==> src/rtl/cam_pkg.sv <==
package cam_pkg;
  localparam int WORD_W  = 32;
  localparam int IDX_LSB = 3;
  localparam int HIT_BIT = 7;
  localparam int ST_LSB  = 8;

  // Place state, hit flag and slot number into a word, other bits zero
  function automatic logic [WORD_W-1:0] pack_result(input logic hit,
                                                    input logic [3:0] idx,
                                                    input logic [3:0] st);
    logic [WORD_W-1:0] w;
    w = '0;
    w[IDX_LSB +: 4] = idx;
    w[HIT_BIT]      = hit;
    w[ST_LSB +: 4]  = hit ? st : 4'd0;
    return w;
  endfunction
endpackage

==> src/rtl/cam_match.sv <==
module cam_match #(
  parameter int ENTRIES = 16,
  parameter int TAG_W   = 32,
  localparam int IDX_W  = $clog2(ENTRIES)
) (
  input  logic [ENTRIES-1:0][TAG_W-1:0] tags,
  input  logic [ENTRIES-1:0]            valid,
  input  logic [TAG_W-1:0]              key,
  output logic                          hit,
  output logic [IDX_W-1:0]              hit_idx
);
  logic [ENTRIES-1:0] match_vec;

  genvar g;
  generate
    for (g = 0; g < ENTRIES; g++) begin : g_cmp
      assign match_vec[g] = valid[g] && (tags[g] == key);
    end
  endgenerate

  // Lowest index wins: scan from the top so lower slots overwrite
  always_comb begin
    hit_idx = '0;
    for (int i = ENTRIES - 1; i >= 0; i--) begin
      if (match_vec[i]) hit_idx = IDX_W'(i);
    end
  end

  assign hit = |match_vec;
endmodule

==> src/rtl/cam_recency.sv <==
module cam_recency #(
  parameter int ENTRIES = 16,
  localparam int IDX_W  = $clog2(ENTRIES)
) (
  input  logic             clk,
  input  logic             rst_n,
  input  logic             touch_a_en,
  input  logic [IDX_W-1:0] touch_a_idx,
  input  logic             touch_b_en,
  input  logic [IDX_W-1:0] touch_b_idx,
  output logic [IDX_W-1:0] lru_idx
);
  typedef logic [ENTRIES-1:0][IDX_W-1:0] order_t;

  // Position 0 is least recent, position ENTRIES-1 most recent
  order_t order_q, order_a, order_b;

  function automatic order_t touch(input order_t in, input logic [IDX_W-1:0] e);
    order_t o;
    logic found;
    o = in;
    found = 1'b0;
    for (int i = 0; i < ENTRIES - 1; i++) begin
      if (in[i] == e) found = 1'b1;
      if (found) o[i] = in[i+1];
    end
    o[ENTRIES-1] = e;
    return o;
  endfunction

  always_comb begin
    order_a = touch_a_en ? touch(order_q, touch_a_idx) : order_q;
    order_b = touch_b_en ? touch(order_a, touch_b_idx) : order_a;
  end

  always_ff @(posedge clk) begin
    if (!rst_n) begin
      for (int i = 0; i < ENTRIES; i++) order_q[i] <= IDX_W'(i);
    end else begin
      order_q <= order_b;
    end
  end

  assign lru_idx = order_q[0];

  // Every slot appears in the list exactly once
  logic [ENTRIES-1:0] seen;
  always_comb begin
    seen = '0;
    for (int i = 0; i < ENTRIES; i++) seen[order_q[i]] = 1'b1;
  end


  order_perm_chk: assert property (@(posedge clk) disable iff (!rst_n) &seen);


  wr_mru_chk: assert property (@(posedge clk) disable iff (!rst_n)
    touch_b_en |=> order_q[ENTRIES-1] == $past(touch_b_idx));


  hit_mru_chk: assert property (@(posedge clk) disable iff (!rst_n)
    (touch_a_en && !touch_b_en) |=> order_q[ENTRIES-1] == $past(touch_a_idx));
endmodule

==> src/rtl/cam_lru_hint.sv <==
module cam_lru_hint #(
  parameter int ENTRIES = 16,
  parameter int TAG_W   = 32,
  parameter int STATE_W = 4,
  localparam int IDX_W  = $clog2(ENTRIES)
) (
  input  logic             clk,
  input  logic             rst_n,
  input  logic             lk_req,
  input  logic [TAG_W-1:0] lk_key,
  input  logic             wr_en,
  input  logic [IDX_W-1:0] wr_idx,
  input  logic [TAG_W-1:0] wr_tag,
  input  logic [STATE_W-1:0] wr_state,
  output logic             res_valid,
  output logic [31:0]      res_word
);
  import cam_pkg::*;

  logic [ENTRIES-1:0][TAG_W-1:0]   tag_q;
  logic [ENTRIES-1:0][STATE_W-1:0] state_q;
  logic [ENTRIES-1:0]              valid_q;

  always_ff @(posedge clk) begin
    if (!rst_n) valid_q <= '0;
    else if (wr_en) valid_q[wr_idx] <= 1'b1;
  end

  always_ff @(posedge clk) begin
    if (wr_en) begin
      tag_q[wr_idx]   <= wr_tag;
      state_q[wr_idx] <= wr_state;
    end
  end

  logic             match_hit;
  logic [IDX_W-1:0] hit_idx;
  logic [IDX_W-1:0] lru_idx;

  cam_match #(.ENTRIES(ENTRIES), .TAG_W(TAG_W)) u_match (
    .tags(tag_q), .valid(valid_q), .key(lk_key),
    .hit(match_hit), .hit_idx(hit_idx)
  );

  // Named events for the assertions
  logic lk_hit, lk_miss;
  assign lk_hit  = lk_req && match_hit;
  assign lk_miss = lk_req && !match_hit;

  cam_recency #(.ENTRIES(ENTRIES)) u_rec (
    .clk(clk), .rst_n(rst_n),
    .touch_a_en(lk_hit), .touch_a_idx(hit_idx),
    .touch_b_en(wr_en),  .touch_b_idx(wr_idx),
    .lru_idx(lru_idx)
  );

  logic [IDX_W-1:0]   sel_idx;
  logic [STATE_W-1:0] sel_state;
  assign sel_idx   = match_hit ? hit_idx : lru_idx;
  assign sel_state = match_hit ? state_q[hit_idx] : '0;

  always_ff @(posedge clk) begin
    if (!rst_n) begin
      res_valid <= 1'b0;
      res_word  <= '0;
    end else begin
      res_valid <= lk_req;
      if (lk_req) res_word <= pack_result(match_hit, 4'(sel_idx), 4'(sel_state));
    end
  end


  res_valid_chk: assert property (@(posedge clk) disable iff (!rst_n)
    lk_req |=> res_valid);


  res_idle_chk: assert property (@(posedge clk) disable iff (!rst_n)
    !lk_req |=> !res_valid);


  res_pad_chk: assert property (@(posedge clk) disable iff (!rst_n)
    res_valid |-> (res_word[31:12] == '0 && res_word[2:0] == '0));


  miss_state_chk: assert property (@(posedge clk) disable iff (!rst_n)
    (res_valid && !res_word[HIT_BIT]) |-> res_word[11:8] == '0);


  hit_valid_chk: assert property (@(posedge clk) disable iff (!rst_n)
    (res_valid && res_word[HIT_BIT]) |-> valid_q[res_word[6:3]]);


  hit_match_chk: assert property (@(posedge clk) disable iff (!rst_n)
    lk_hit |-> (valid_q[hit_idx] && tag_q[hit_idx] == lk_key));
endmodule

==> config.mk <==
export PLATFORM = sky130hd
export DESIGN_NAME = cam_lru_hint
export DESIGN_NICKNAME = d
export VERILOG_FILES = /design/src/rtl/cam_pkg.sv /design/src/rtl/cam_match.sv /design/src/rtl/cam_recency.sv /design/src/rtl/cam_lru_hint.sv
export SDC_FILE = /design/constraint.sdc
export NUM_CORES = 1
export LEC_CHECK = 0
export BUFFER_PORTS_ARGS = -buffer_cell sky130_fd_sc_hd__buf_4
export CAP_MARGIN = 20
export CORE_MARGIN = 4
export CORE_UTILIZATION = 31
export CTS_CLUSTER_DIAMETER = 50
export DETAILED_ROUTE_END_ITERATION = 12
export GPL_ROUTABILITY_DRIVEN = 0
export GPL_TIMING_DRIVEN = 0
export HOLD_SLACK_MARGIN = 0.1
export PLACE_DENSITY = 0.57
export SKIP_CTS_REPAIR_TIMING = 1
export SLEW_MARGIN = 10
export SYNTH_ARGS = -nofsm -noshare
export SYNTH_HDL_FRONTEND = slang
export SYNTH_SLANG_ARGS = --single-unit
export TNS_END_PERCENT = 1
==> constraint.sdc <==
create_clock -name clk -period 18.75 [get_ports clk]
set_clock_uncertainty 0.15 [all_clocks]
set_input_delay 2.8125 -clock clk [delete_from_list [all_inputs] [get_ports clk]]
set_output_delay 2.8125 -clock clk [all_outputs]
set_load 0.03 [all_outputs]
* Word level (Yosys, flattened, before mapping)
Index checks and enable logic that the tools add are counted.
** Storage, ports and cells
- Bits in registers :: 666
- Input port bits :: 76
- Word-level logic and storage cells :: 210
- Output and inout bits :: 33
** Operators by class
- Reduce and logical (&&, ||, !) cells :: 19
- Order comparisons :: 3
- Mux-type cells :: 90
- Equal/unequal tests :: 46
- Bitwise logic cells :: 1
** Operator list (number)
- bitwise mux 512 bit :: 1
- equality test 32 bit :: 16
- two-way mux 4 bit :: 50
- demux 32 bit (select 4 bit) :: 1
- two-way mux 64 bit :: 2
- equality test 4 bit :: 30
- bitwise mux 64 bit :: 1
- two-way mux 32 bit :: 1
- two-way mux 1 bit :: 31
- logical AND 1 bit :: 18
- binary-select mux 4 bit (select 4 bit) :: 1
- demux 4 bit (select 4 bit) :: 1
- bitwise OR 16 bit :: 1
- OR reduction 16 bit :: 1
- < comparator 4 x 5 -> 1 bit (second input constant) :: 2
- demux 1 bit (select 4 bit) :: 1
- greater-or-equal comparator 4 x 1 -> 1 bit (second input constant) :: 1

* Logic depth before layout (Yosys ltp)
Gate-level depths: netlist (run 1).
- Depth after elaboration :: 54
- Mapped depth :: 25
- Depth with buffers taken out :: 17

* Cells and area by module
From an unflattened synthesis (run 1), not the netlist that was laid out.
** Unflattened totals
- Cell total of the unflattened synthesis :: 2158
- Area, all modules :: 30745.7 sq um
** By module, submodules not included
- cam_lru_hint :: area an instance 18963.2 sq um, cells each 743, sequential area each 17817.1 sq um, times used 1
- cam_match :: area an instance 6247.2 sq um, cells each 792, sequential area each 0.0 sq um, times used 1
- cam_recency :: area an instance 5535.3 sq um, cells each 623, sequential area each 1281.2 sq um, times used 1

* Worst setup path after synthesis (run 1)
Ideal clock, no wire load.
- Path kind :: input port to flip-flop
- From :: input port lk_key[30]
- To :: register u_rec.order_q[50] (netlist bit)
- Required time :: 18.471 ns
- Arrival time :: 7.958 ns
- Setup time :: 0.129 ns
- Cell stages on the path :: 20
- Path slack :: 10.512 ns
- Path through :: buf_6 > buf_12 > xor2_1 > or4_4 > or4_4 > a211oi_1 > o311ai_1 > a311o_1 > a31oi_4 > buf_6 > xor2_4 > o32ai_1 > or4b_4 > a41oi_4 > mux2i_1 > clkinv_1 > or4_4 > buf_6 > mux2i_1 > nand2_1
** Between the ends
- Longest elaborated chain between the ends :: 38
** RTL lines
- start, declared :: RTL line cam_lru_hint.sv:10 : input logic [TAG_W-1:0] lk_key,
- equality test 32 bit :: RTL line cam_match.sv:17 : assign match_vec[g] = valid[g] && (tags[g] == key);
- logical AND 1 bit :: RTL line cam_match.sv:17
- two-way mux 4 bit (16 in series) :: RTL line cam_match.sv:25 : if (match_vec[i]) hit_idx = IDX_W'(i);
- equality test 4 bit :: RTL line cam_recency.sv:24 : if (in[i] == e) found = 1'b1;
- two-way mux 1 bit :: RTL line cam_recency.sv:24
- two-way mux 4 bit / two-way mux 1 bit (equally long branches) :: RTL line cam_recency.sv:25, cam_recency.sv:24
- two-way mux 64 bit * :: RTL line cam_recency.sv:32 : order_a = touch_a_en ? touch(order_q, touch_a_idx) : order_q;
- equality test 4 bit (tied with other cells) :: RTL line cam_recency.sv:24
- two-way mux 1 bit (tied with other cells) (11 in series) :: RTL line cam_recency.sv:24
- two-way mux 1 bit / equality test 4 bit (equally long branches) :: RTL line cam_recency.sv:24
- two-way mux 1 bit :: RTL line cam_recency.sv:24
- two-way mux 4 bit :: RTL line cam_recency.sv:25 : if (found) o[i] = in[i+1];
- two-way mux 64 bit * :: RTL line cam_recency.sv:33 : order_b = touch_b_en ? touch(order_a, touch_b_idx) : order_a;
- end signal, assigned :: RTL line cam_recency.sv:40 : order_q <= order_b;
- end, declared :: RTL line cam_recency.sv:16 : order_t order_q, order_a, order_b;
Every way passes the cells marked *; elsewhere a longest branch is shown, timed or not.
A chain may end at the register's enable or synchronous reset.

* Worst setup path in the final report (run 1)
- From :: input port lk_key[29]
- To :: register u_rec.order_q[50] (netlist bit)
Same word-level chain as after synthesis.

==> results of run 1 <==
[cells in the mapped netlist (20+ instances only)]
library cell	number	area, um^2
buf_2	32	160
nor3_1	77	385
nand2_1	194	728
o21ai_0	64	320
a211oi_1	32	240
nor2b_1	20	125
buf_4	39	293
inv_1	50	188
clkbuf_1	52	195
dfxtp_1	90	1800
nand2b_1	39	244
mux2i_1	50	500
xnor2_1	222	1940
nor2_1	165	619
or4_1	21	158
nor4_1	175	1090
and3_1	23	144
edfxtp_1	576	17300
a21oi_1	61	305
xor2_1	340	2980
buf_6	40	450
nand4_1	98	613
nand3_1	81	405
[layer usage]
layer	wire [um]	part of all wire (%)	track usage, %
met2	58800	46	34.5
met5	35	0.027	0
met1	52300	41	28.6
met4	5040	3.9	7.70
met3	11700	9.1	3.94
[report_power, final]
| part | internal (uW) | switching, uW | total [uW] |
|---|---|---|---|
| logic | 158 | 303 | 461 |
| clock network | 1090 | 711 | 1800 |
| registers | 1660 | 44.1 | 1700 |
| total | 2910 | 1060 | 3960 |
[metrics by stage]
stage	hold WS [ns]	setup WS (ns)	area, um^2	instances
2_1_floorplan	0.290	10.51	34200	2887
3_3_place_gp	0.303	7.38	36500	4415
3_5_place_dp	0.313	8.81	37100	4461
4_1_cts	0.322	9.49	40200	4624
5_1_grt	0.341	9.23	40200	4624
6_report	0.320	9.45	40200	4624
[final timing paths]
| kind | from | to |
|---|---|---|
| worst min-delay path | res_word[7] | res_word[7] |
| worst max register to register | tag_q[174] | u_rec.order_q[50] |
| worst min register to register | res_word[7] | res_word[7] |
| worst max-delay path | lk_key[29] | u_rec.order_q[50] |
[cell families (layout without fill, tap and decap cells)]
group	count (synthesis)	count (layout)	share of synthesized area, %
mux	73	73	2.26
xor+xnor	565	565	14.6
other cells	1	23	0.0110
buf+inv	227	488	3.97
simple gates	1024	1024	16.7
flops	666	666	55.9
compound gates	309	309	6.53
[state kept, by name (all words and copies together) (netlist names)]
register / cells
tag_q: 512
u_rec.order_q: 60
res_valid: 1
u_rec.lru_idx: 4
res_word: 9
valid_q: 16
state_q: 64
[area by class of cell]
type	instances	area (um^2)
multi-input cells	1994	13900
inverters	51	191
flip-flops and latches	666	19100
clock inverters	63	853
well taps	1476	1850
plain buffers	176	1160
clock buffers	100	2300
fillers	10600	68900
repair buffers	98	876
[critical path: cells and delay by family]
family          cells  cell delay, ns
buf+inv             5            1.41
compound gates      6            1.87
simple gates        6            2.50
mux                 2            0.69
xor+xnor            2            0.34
==> results.cfg, run 1 <==
[timing]
setup_viol = 0
hold_viol = 0
min_period_ns = 9.30
setup_tns_ns = 0
fin_crit_sh_pct = 49.6
rsz0062_at_grt = no
slew_headroom_pct = 20.2
fmax_mhz = 108
slew_viol_final = 0
tightest_slew_ns = 1.19

[logic_synthesis]
synthDistinctLibCells = 110
synthArstFlopShare_pct = 0
syn_inst = 2865
yosys_warnings = 0
ys_ff_latch = 666
netlist_area_mm2 = 0.0342
avgSynthCellArea_um2 = 11.9
seq_area_frac_synth_pct = 55.9
synth_edf_count = 576
ys.flop_type = edfxtp_1

[pwr]
report.power.total_uw = 3960
p_leak_uw = 0.0136
ir_drop_uv = 81.7
cellPowerDensity_mw_per_mm2 = 98.6

[clocking]
numCtsBuffers = 88
worstSkewPairLatency_ns = 0.68
htree_levels = 3
cts_tree = done
cts.clk_slew.worst_paths_ns = 0.06
clockRootBuffer = clkbuf_16
cts_max_path_buffers = 3
cts_sinks = 666

[floorplan]
initial_utilization_pct = 31.3
dieWidth_um = 340
core_mm2 = 0.109
dieArea_mm2 = 0.116
die_y_um = 340
ioPinCount = 109
rows = 121

[critical_path]
cp_max_fo = 10
r2r_cells = 20
critPathCaptureType = flop
path_class = primary input to flop
crit_path_start_kind = primary input
slowest_stage = or4_4
critPathArrivalTime_ns = 9.66
cp.required_ns = 19.11
path_cells = buf_2 -> buf_6 -> xor2_1 -> nor4_1 -> nand4_1 -> or4_4 -> a211oi_1 -> o311ai_1 -> a311o_1 -> a31oi_4 -> buf_6 -> xor2_4 -> o32ai_1 -> or4b_4 -> a41oi_4 -> mux2i_1 -> clkinv_1 -> or4_4 -> buf_6 -> mux2i_1 -> nand2_1
critPathMostFrequentCell = buf_6
slowest_delay_ns = 0.64
rrSetupSlack_ns = 11.64

[placement]
hpwlAfterDp_um = 83600
portBuffers = 52

[route]
vias = 25500
vias_per_cell = 5.51
drt_iter0_drc = 3094
drt-total-wl_um = 128000
drc_errors = 0
first_pass_iters = 5
ant_nets = 0
wire_per_inst_um = 27.6

[global_route]
grt.overflow.total = 0
grtUsageTotal_pct = 21.3
grt_pass1_vias = 24000
grt_start_max_net_pins = 34
grt_first_pass_wirelength_um = 178000
grt_antenna_before_repair = 10

[hold_path]
hold_depth = 2
hp-class = flop to flop

[finish]
drive_above_1_share_pct = 14.2
layout_commonest_cell = edfxtp_1
area_delta_synth_final_pct = 17.7
utilization_pct = 36.8
antennaDiodeCount = 0
nets = 3151
final_cell_mix = edfxtp_1, xor2_1, xnor2_1

[run_status]
status = complete, no violations

[job]
maxCapViolCount = 0
Note: power is estimated with default switching activity, not from simulation.
==> run 2: changes to the inputs <==
--- a/config.mk
+++ b/config.mk
@@ -5,6 +5,7 @@
 export SDC_FILE = /design/constraint.sdc
 export NUM_CORES = 1
 export LEC_CHECK = 0
+export ABC_AREA = 1
 export BUFFER_PORTS_ARGS = -buffer_cell sky130_fd_sc_hd__buf_4
 export CAP_MARGIN = 20
 export CORE_MARGIN = 4
==> constraint.sdc (replaced) <==
create_clock -name clk -period 9.3 [get_ports clk]
set_clock_uncertainty 0.15 [all_clocks]
set_input_delay 1.395 -clock clk [delete_from_list [all_inputs] [get_ports clk]]
set_output_delay 1.395 -clock clk [all_outputs]
set_load 0.03 [all_outputs]
==> run 2 against run 1 <==
Net effect:
- hold slack worse by 0.0037 ns
- clock power up 69%
- combinational power up 79%
- largest power group is now registers
- first-iteration DRC count down 2.2%
- power up 84%
- global-route usage down 0.53 points
- worst setup slack worse by 7.4 ns
- die area down 7.6%
- largest cell class unchanged
- critical path type unchanged
==> results.cfg, run 2 <==
[route]
vias = 24500
wire_per_inst_um = 24.4
ant_nets = 0
first_pass_iters = 6
drt-total-wl_um = 114000
drc_errors = 0
vias_per_cell = 5.23
drt_iter0_drc = 3026

[clocking]
worstSkewPairLatency_ns = 0.64
cts_sinks = 666
cts_tree = done
clockRootBuffer = clkbuf_16
cts_max_path_buffers = 3
htree_levels = 3
numCtsBuffers = 76
cts.clk_slew.worst_paths_ns = 0.06

[logic_synthesis]
synthMuxAreaShare_pct = 0
synthTopCellsByArea = edfxtp_1, nand2_1, dfxtp_1
ys_ff_latch = 666
synth_compound_area_share_pct = 9.26
synthArstFlopShare_pct = 0
synth-simple-area-share_pct = 19.7
yosys.area_share.adder_pct = 0
avgSynthCellArea_um2 = 10.3
synth_edf_count = 576
yosys_warnings = 0
synthDistinctLibCells = 57
synth.most_common_cell = nand2_1
netlist_area_mm2 = 0.0315
synth_top_family_by_area = simple AND/OR/NAND/NOR gates
syn_inst = 3071
synth_top_area_cell = edfxtp_1
yosysTopAreaCellShare_pct = 54.9
synth_common_cells = nand2_1, edfxtp_1, nor2_1
synth_xor_area_share_pct = 5.28
ys.flop_type = edfxtp_1
seq_area_frac_synth_pct = 60.6

[critical_path]
critPathCaptureType = flop
timing.rr.start = tag_q[455]
critPathArrivalTime_ns = 7.58
cp_max_fo = 10
rrSetupSlack_ns = 3.16
slowest_stage = o21ai_1
slowest_delay_ns = 0.79
cp.required_ns = 9.62
crit_path_start_kind = primary input
r2r_cells = 43
critPathMostFrequentCell = nand2_1
r2r-end = u_rec.order_q[55]
path_class = primary input to flop

[timing]
postLayoutSetupSlackWorst_ns = 2.04
rsz0062_at_grt = no
setup_viol = 0
setup_tns_ns = 0
slew_headroom_pct = 28.1
min_period_ns = 7.26
tightest_slew_ns = 1.08
hold_viol = 0
fmax_mhz = 138
fin_crit_sh_pct = 78.1
slew_viol_final = 0

[floorplan]
die_y_um = 327
ioPinCount = 109
dieWidth_um = 327
rows = 116
core_mm2 = 0.100
initial_utilization_pct = 31.4
dieArea_mm2 = 0.107

[global_route]
grt.overflow.total = 0
grt_antenna_before_repair = 12
grtUsageTotal_pct = 20.8
grt_start_max_net_pins = 33
grt_first_pass_wirelength_um = 161000
grt_pass1_vias = 23000

[placement]
dp.cells = 4538
hpwlAfterDp_um = 77000
portBuffers = 69
dp_slack_ns = 1.55

[finish]
final_cell_mix = nand2_1, edfxtp_1, nor2_1
final_cells = 4683
drive_above_1_share_pct = 13.4
reg.largest.list = tag_q: 512 flops, state_q: 64 flops, u_rec.order_q: 60 flops
nets = 3335
layout_commonest_cell = nand2_1
area_delta_synth_final_pct = 16.9
utilization_pct = 36.6
largest_register_ffs = 512
largest_register = tag_q

[hold_path]
hp-start = valid_q[15]
hold_depth = 2
hold_path_end = valid_q[15]
hp-class = flop to flop

[job]
maxCapViolCount = 0

[pwr]
cellPowerDensity_mw_per_mm2 = 198
ir_drop_uv = 133
p_leak_uw = 0.0137

[run_status]
status = complete, no violations
[run 2: changes by cell type after synthesis, sizes merged, moves of 73 or more]
cell	before	now
nand2	195	773
xor2	341	88
nor4	179	21
inv	50	197
o21ai	70	215
nor2	167	309
xnor2	224	102
nand3	82	155
[run 2: final cells by class]
cell class	instances	area, um^2
multi-input combinational	2082	11000
antenna	4	10.0
tap	1357	1700
clock inverter	42	415
inverter	204	776
fill	10000	63600
clock buffer	99	2090
timing repair buffer	88	892
sequential	666	19100
buffer	141	835
[run 2: worst max-delay path: cells and delay by family]
kind | cells | cell delay [ns]
AOI/OAI and AO/OA | 6 | 1.37
buffers and inverters | 5 | 1.21
and+or+nand+nor | 23 | 3.56
[run 2: worst max-delay path by stage]
stage | cells past startpoint | from | slack (ns) | end
3_3_place_gp | 34 | lk_key[26] | 1.51 | u_rec.order_q[54]
2_1_floorplan | 40 | lk_key[16] | 3.74 | u_rec.order_q[53]
4_1_cts | 34 | lk_key[26] | 2.20 | u_rec.order_q[54]
6_report | 34 | lk_key[26] | 2.04 | u_rec.order_q[55]
3_5_place_dp | 34 | lk_key[26] | 1.55 | u_rec.order_q[54]
5_1_grt | 34 | lk_key[2] | 1.58 | u_rec.order_q[55]
[run 2: metal layers]
layer  GRT usage (%)  up-vias  wire, um
met2            32.6     1309     51300
li1                -    11000         -
met4            9.30        0      5290
met5               0        -         0
met3            3.54      254     10600
met1            28.3    11900     47200
[run 2: metrics by stage]
step,power [uW],hold WS (ns),instance area (um^2)
floorplan,3980,0.284,31600
global placement,4300,0.291,33800
detailed placement,4310,0.307,34300
CTS,7320,0.321,36800
global route,7550,0.341,36800
finish,7300,0.316,36800
[run 2: kinds of logic after synthesis]
kind of cell / Yosys count
buffers and inverters: 345
AO/OA/AOI/OAI: 481
other: 1
XOR/XNOR: 190
flip-flops: 666
AND/OR/NAND/NOR: 1388
[run 2: where the power goes]
group | switching [uW] | internal [uW] | leakage (uW) | total [uW]
Clock | 1290 | 1750 | 0.00122 | 3040
Sequential | 81.6 | 3360 | 0.00594 | 3440
Combinational | 575 | 250 | 0.00657 | 825
